**src/rtl/addr_arith_pkg.sv**
```systemverilog
package addr_arith_pkg;

  typedef enum logic [2:0] {
    OP_IDLE   = 3'd0,
    OP_ADD_HL = 3'd1,
    OP_ADD_SP = 3'd2,
    OP_SP_HL  = 3'd3,
    OP_DEC    = 3'd4
  } opCodeT;

  typedef enum logic [1:0] {
    DST_NONE = 2'd0,
    DST_HL   = 2'd1,
    DST_SP   = 2'd2,
    DST_PAIR = 2'd3
  } destT;

  typedef enum logic [1:0] {
    A_HL   = 2'd0,
    A_SP   = 2'd1,
    A_PAIR = 2'd2
  } aSelT;

  typedef enum logic [1:0] {
    B_PAIR   = 2'd0,
    B_OFFSET = 2'd1,
    B_MINUS1 = 2'd2
  } bSelT;

  typedef enum logic [1:0] {
    F_KEEP = 2'd0,
    F_WIDE = 2'd1,
    F_BYTE = 2'd2
  } flagModeT;

  // Strobes handed from decode to the datapath
  typedef struct packed {
    aSelT     aSel;
    bSelT     bSel;
    flagModeT flagMode;
    logic     zeroResult;
    destT     dest;
  } strobeT;

  // Flag nibble bit positions
  localparam int FLAG_Z = 3;
  localparam int FLAG_N = 2;
  localparam int FLAG_H = 1;
  localparam int FLAG_C = 0;

endpackage

```
**src/rtl/addr_arith_ctrl.sv**
```systemverilog
module addr_arith_ctrl
  import addr_arith_pkg::*;
(
  input  logic [2:0] opSel,
  output strobeT     strobes
);

  always_comb begin
    strobes = '{aSel: A_HL, bSel: B_PAIR, flagMode: F_KEEP,
                zeroResult: 1'b1, dest: DST_NONE};
    case (opSel)
      OP_ADD_HL: strobes = '{aSel: A_HL, bSel: B_PAIR, flagMode: F_WIDE,
                             zeroResult: 1'b0, dest: DST_HL};
      OP_ADD_SP: strobes = '{aSel: A_SP, bSel: B_OFFSET, flagMode: F_BYTE,
                             zeroResult: 1'b0, dest: DST_SP};
      OP_SP_HL:  strobes = '{aSel: A_SP, bSel: B_OFFSET, flagMode: F_BYTE,
                             zeroResult: 1'b0, dest: DST_HL};
      OP_DEC:    strobes = '{aSel: A_PAIR, bSel: B_MINUS1, flagMode: F_KEEP,
                             zeroResult: 1'b0, dest: DST_PAIR};
      default: ;
    endcase
  end

endmodule

```
**src/rtl/addr_arith_dp.sv**
```systemverilog
module addr_arith_dp
  import addr_arith_pkg::*;
#(
  parameter int W = 16
) (
  input  logic         clk,
  input  logic         rstN,
  input  strobeT       strobes,
  input  logic [W-1:0] hlIn,
  input  logic [W-1:0] pairIn,
  input  logic [W-1:0] spIn,
  input  logic [7:0]   imm,
  input  logic [3:0]   flagsIn,
  output logic [W-1:0] result,
  output logic [1:0]   dest,
  output logic [3:0]   flagsOut
);

  localparam int HALF_TAP = W - 4;  // carry into bit 12 = carry out of bit 11
  localparam int BYTE_HALF = 4;     // carry out of bit 3
  localparam int BYTE_FULL = 8;     // carry out of bit 7

  logic [W-1:0] opA, opB, offsetExt;
  logic [W:0]   sum;
  logic         wideHalf, wideCarry, byteHalf, byteCarry;
  logic [3:0]   flagsNext;
  logic [W-1:0] resultNext;

  assign offsetExt = {{(W-8){imm[7]}}, imm};

  always_comb begin
    case (strobes.aSel)
      A_SP:    opA = spIn;
      A_PAIR:  opA = pairIn;
      default: opA = hlIn;
    endcase
    case (strobes.bSel)
      B_OFFSET: opB = offsetExt;
      B_MINUS1: opB = '1;
      default:  opB = pairIn;
    endcase
  end

  // Single shared adder
  assign sum = {1'b0, opA} + {1'b0, opB};

  // Carry into a bit = a ^ b ^ sum at that bit
  assign wideHalf  = opA[HALF_TAP]  ^ opB[HALF_TAP]  ^ sum[HALF_TAP];
  assign wideCarry = sum[W];
  assign byteHalf  = opA[BYTE_HALF] ^ opB[BYTE_HALF] ^ sum[BYTE_HALF];
  assign byteCarry = opA[BYTE_FULL] ^ opB[BYTE_FULL] ^ sum[BYTE_FULL];

  always_comb begin
    flagsNext = flagsIn;
    case (strobes.flagMode)
      F_WIDE: begin
        flagsNext[FLAG_N] = 1'b0;
        flagsNext[FLAG_H] = wideHalf;
        flagsNext[FLAG_C] = wideCarry;
      end
      F_BYTE: begin
        flagsNext[FLAG_Z] = 1'b0;
        flagsNext[FLAG_N] = 1'b0;
        flagsNext[FLAG_H] = byteHalf;
        flagsNext[FLAG_C] = byteCarry;
      end
      default: ;
    endcase
    resultNext = strobes.zeroResult ? '0 : sum[W-1:0];
  end

  always_ff @(posedge clk) begin
    if (!rstN) begin
      result   <= '0;
      dest     <= DST_NONE;
      flagsOut <= '0;
    end else begin
      result   <= resultNext;
      dest     <= strobes.dest;
      flagsOut <= flagsNext;
    end
  end

endmodule

```
**src/rtl/addr_arith_unit.sv**
```systemverilog
module addr_arith_unit
  import addr_arith_pkg::*;
#(
  parameter int W = 16
) (
  input  logic         clk,
  input  logic         rstN,
  input  logic [2:0]   opSel,
  input  logic [W-1:0] hlIn,
  input  logic [W-1:0] pairIn,
  input  logic [W-1:0] spIn,
  input  logic [7:0]   imm,
  input  logic [3:0]   flagsIn,
  output logic [W-1:0] result,
  output logic [1:0]   dest,
  output logic [3:0]   flagsOut
);

  strobeT strobes;

  addr_arith_ctrl u_ctrl (
    .opSel   (opSel),
    .strobes (strobes)
  );

  addr_arith_dp #(.W(W)) u_dp (
    .clk      (clk),
    .rstN     (rstN),
    .strobes  (strobes),
    .hlIn     (hlIn),
    .pairIn   (pairIn),
    .spIn     (spIn),
    .imm      (imm),
    .flagsIn  (flagsIn),
    .result   (result),
    .dest     (dest),
    .flagsOut (flagsOut)
  );

endmodule

```
**config.mk**
```make
export PLATFORM = sky130hd
export DESIGN_NAME = addr_arith_unit
export DESIGN_NICKNAME = d
export VERILOG_FILES = /design/src/rtl/addr_arith_pkg.sv /design/src/rtl/addr_arith_ctrl.sv /design/src/rtl/addr_arith_dp.sv /design/src/rtl/addr_arith_unit.sv
export SDC_FILE = /design/constraint.sdc
export NUM_CORES = 1
export LEC_CHECK = 0
export ABC_CLOCK_PERIOD_IN_PS = 4350
export BUFFER_PORTS_ARGS = -buffer_cell sky130_fd_sc_hd__buf_2
export CORE_MARGIN = 2
export CORE_UTILIZATION = 45
export CTS_CLUSTER_SIZE = 24
export DETAILED_ROUTE_END_ITERATION = 10
export GPL_TIMING_DRIVEN = 0
export PLACE_DENSITY = 0.77
export SLEW_MARGIN = 20
export SYNTH_ARGS = -nofsm -noshare
export SYNTH_HDL_FRONTEND = slang
export SYNTH_SLANG_ARGS = --single-unit
export TNS_END_PERCENT = 30
```
**constraint.sdc**
```tcl
create_clock -name clk -period 4.35 [get_ports clk]
set_clock_uncertainty 0.2 [all_clocks]
set_input_delay 0.2175 -clock clk [delete_from_list [all_inputs] [get_ports clk]]
set_output_delay 0.2175 -clock clk [all_outputs]
set_load 0.03 [all_outputs]
```
# After elaboration in Yosys (flattened, before gate mapping)
# Cells that the tools add are included.
# op_classes
add_sub_neg,1
n_eq_ne,10
n_mux,4
bitwise,7
reduce_logical,2
# ops
op,n
$pmux 16 s2,2
$pmux 9 s4,1
$add 16x16->17,1
$eq 2x1->1 const B,3
$eq 2x2->1 const B,3
$eq 3x2->1 const B,2
$pmux 3 s2,1
$xor 1x1->1,6
$reduce_or 2->1,2
$eq 3x1->1 const B,1
$eq 3x3->1 const B,1
$not 1->1,1
# word_totals
regBits,22
input_bits,65
output_inout_bits,22
elab_cells,28

# Depth between registers and ports, before layout
# logic_depth
depth_word,7
ltp_mapped,14

# Cells and area by module
# From an unflattened synthesis, not the netlist that was laid out.
# unflattened
cells_unflattened,270
hier_area_um2,1986.9
# modules_own_cells
mod,n_inst,cells_each,area_each_um2,seq_area_each_um2
addr_arith_dp,1,259,1904.3,440.4
addr_arith_ctrl,1,11,82.6,0.0

# Worst setup path before layout
# No wires, ideal clock.
# synth_timing
path_type,input port to flip-flop
from,input opSel[1]
to,register u_dp.flagsOut[0]
setup_ns,0.122
t_arrival_ns,2.562
required_ns,4.028
slack_ns,1.465
path_stages,13
path_buffers,2
cell_sequence,nor2_2 -> and2_1 -> buf_4 -> clkbuf_1 -> a22oi_1 -> nand2_1 -> ha_1 -> fa_1 -> a211oi_2 -> o211ai_2 -> a311oi_2 -> o21ai_1 -> o2bb2ai_1
# synth_via
elab_chain_len,7
# synth_lines
element,line,source
"start, declared",addr_arith_unit.sv:8,"input logic [2:0] opSel,"
"$eq 3x3->1, or another cell as far along",addr_arith_ctrl.sv:11,case (opSel)
$pmux 9 s4 *,addr_arith_ctrl.sv:11,
"$eq 2x2->1, or another cell as far along",addr_arith_dp.sv:32,case (strobes.aSel)
"$pmux 16 s2, on equally long branches","addr_arith_dp.sv:32, addr_arith_dp.sv:37",
$add 16x16->17 / $xor 1x1->1 (equally long branches),"addr_arith_dp.sv:45, addr_arith_dp.sv:51",
$xor 1x1->1,addr_arith_dp.sv:51,assign byteCarry = opA[BYTE_FULL] ^ opB[BYTE_FULL] ^ sum[BYTE_FULL];
$pmux 3 s2 *,addr_arith_dp.sv:55,case (strobes.flagMode)
"end signal, assigned",addr_arith_dp.sv:80,flagsOut <= flagsNext;
"end, declared",addr_arith_dp.sv:16,output logic [3:0] flagsOut
# Every way passes the cells marked *; elsewhere a longest branch is shown, timed or not.
# A chain may end at the register's enable or synchronous reset.

# Final worst setup path
# layout_timing
from,input opSel[0]
to,register u_dp.flagsOut[0]
# The elaborated chain is that of the path after synthesis.

==> summary.md <==
| Metric | Value |
|---|---|
| Status | finished, final reports clean |
| Site Rows | 23 |
| Initial antenna violation count | 0 |
| Cell area after synthesis | 1940 um^2 |
| IO Pins | 87 |
| Rel. slew slack | 0.459 |
| Number of synthesized flops with an enable pin | 0 |
| Routed Antenna Nets | 0 |
| CTS tree | done |
| Initial Util | 0.476 |
| VDD IR max | 0.110 mV |
| Drc violations | 0 |
| Die Wd | 69.7 um |
| Vias in the first global route | 1944 |
| Commonest cells in the netlist | 58 x nand2_1, 22 x dfxtp_1, 19 x o21ai_0 |
| Warnings from Yosys | 0 |
| Net Count, Synth | 350 |
| Cell Pwr Density | 296 nW/um^2 |
| Data required, critical path | 4.29 ns |
| Layout Nets | 445 |
| F_max | 265 MHz |
| Die Ht | 69.7 um |
| Via count | 2212 |
| Finished Cell Area | 2520 um^2 |
| Largest net degree at the start of global routing | 12 |
| Post-cts resize count | 0 |
| Critical path endpoint category | flop |
| First-pass GRT wire length | 9100 um |
| Endpoints failing hold | 0 |
| Seq. cell area | 440 um^2 |
| Cts bufs inserted | 3 |
| Area grow syn2layout | 29.6% |
| Syn avg cell area | 7.30 um^2 |
| All-Layer GR Usage | 0.225 |
| Crit path time final | 3.77 ns |
| Share of the synthesized area in the top cell type | 0.227 |
| Placer Congestion | 0.847 |
| Worst setup SP type | input pin |
| Seq/Total Area, Yosys | 0.227 |
| Most common cell in the netlist | nand2_1 |
| Yosys cell types | 50 |
| Synth async-reset ratio | 0 |
| Leading area contributor after synthesis | dfxtp_1 |
| Worst Hold Slack | 0.0500 ns |
| Critical path fanouts, max | 10 |
| Clock buffer depth | 2 |
| Top cells by area, synth | dfxtp_1 23%, ha_1 12%, nand2_1 11%, a22oi_1 5.8%, o21ai_0 4.9% |
| CTS clk-pin slew, worst paths | 0.07 ns |
| DPL Wire Length | 4410 um |
| WL final | 5520 um |
| Setup TNS Final | 0 ns |
| GRT overflow | 0 |
| Avg WL per Cell | 13.5 um |
| # port buffers | 86 |
| Critical Path AT | 3.71 ns |
| Unrepaired setup endpoints after global routing | false |
| Vias per inst | 5.41 |
| Cell at the root of the clock tree | clkbuf_8 |
| Layout cells sized above 1 | 0.290 |
| Min-delay worst type | in -> reg |
| DR pass1 iterations | 4 |
| Ys flop type | dfxtp_1 |
| Placed cell area | 2440 um^2 |
| Htree depth | 1 |
| Fin crit share | 0.866 |
| Full die area | 4860 um^2 |
| Antenna diode count | 0 |
| Seq cells post-synth | 22 |
| CP Class | in -> reg |
| Post-CTS Setup Inserts | 0 |
| Clock sink total | 22 |
| Mapped Cells | 266 |
| Slew @ Worst Pin | 0.791 ns |
| Final Slew Violations | 0 |
| Multi-input logic area | 1430 um^2 |
| Pleak | 1.30 nW |
| # setup viols final | 0 |
| Core region area | 4090 um^2 |
| Fillcell total | 401 |
| Starting DRT DRC Count | 151 |
| Max-cap violations | 0 |
==> cell usage in the layout, fill, tap and decap left out, types with 3 or more instances in the layout <==
master	Yosys	layout
a211oi_1	3	3
a21o_1	9	9
a21oi_1	16	16
a22oi_1	15	15
and2_1	4	4
buf_2	3	89
clkbuf_1	4	4
clkbuf_8	0	3
dfxtp_1	22	22
dlygate4sd3_1	0	4
ha_1	18	18
inv_1	4	4
nand2_1	58	58
nand2b_1	4	4
nand3_1	4	4
nor2_1	18	18
nor3_1	5	5
o21a_1	9	9
o21ai_0	19	19
xnor2_1	3	3
xor2_1	5	5
==> repair_timing <==
| item | CTS | global route |
|---|---|---|
| hold buffers | 4 | 0 |
| setup endpoints to repair | 0 | 0 |
| endpoints found under the hold margin | 4 | 0 |
==> through the flow <==
stage,setup WS (ns),std cells,util,power (W)
finish,0.583,409,0.616,0.000744
CTS,0.646,409,0.616,0.000744
floorplan,1.47,266,-,0.000511
global placement,0.884,402,0.596,0.000615
detailed placement,0.883,402,0.596,0.000619
global route,0.347,409,0.616,0.000800
==> flip-flops by register name, summed over array words and instances, names as in the netlist <==
| name | cells |
|---|---|
| u_dp.result | 16 |
| u_dp.flagsOut | 4 |
| u_dp.dest | 2 |
==> where the power goes <==
group	total (W)	internal [W]	switching (W)
clock network	0.000121	0.0000617	0.0000593
registers	0.000226	0.000222	0.00000435
logic	0.000397	0.000155	0.000242
==> cell type report <==
type / count / area share
Buffer: 11 / 0.0199
Clock buffer: 3 / 0.0164
Inverter: 5 / 0.00746
Multi-Input combinational cell: 228 / 0.570
Sequential cell: 22 / 0.175
Tap cell: 50 / 0.0249
Timing Repair Buffer: 90 / 0.187
==> critical path: stages <==
cell and delay (ns):
dlygate4sd3_1 0.53, buf_2 0.13, nor2_2 0.05, and2_1 0.15, buf_4 0.15, clkbuf_1 0.25, a22oi_1 0.25, nand2_1 0.08
ha_1 0.22, fa_1 0.44, a211oi_2 0.31, o211ai_2 0.22, a311oi_2 0.43, o21ai_1 0.13, o2bb2ai_1 0.14
==> kinds of logic (layout without fill, tap and decap cells) <==
family	Yosys count	count (layout)	synth area share
buf+inv	16	109	0.0354
flops	22	22	0.227
xor+xnor	8	8	0.0361
compound gates	93	93	0.327
simple gates	108	108	0.249
fa+ha+maj	19	19	0.126
==> worst paths after layout <==
check | start | endpoint | slack, ns | depth (start not counted)
max | opSel[0] | u_dp.flagsOut[0] | 0.58 | 15
min | rstN | u_dp.flagsOut[3] | 0.05 | 3
==> routing by layer <==
metal | track usage | vias up | wire [um]
met1 | 0.322 | 972 | 2660
met2 | 0.371 | 86 | 2460
met4 | 0.0449 | 0 | 36
li1 | - | 1150 | -
met5 | 0 | - | 0
met3 | 0.0160 | 4 | 354
Note: power is estimated with default switching activity, not from simulation.
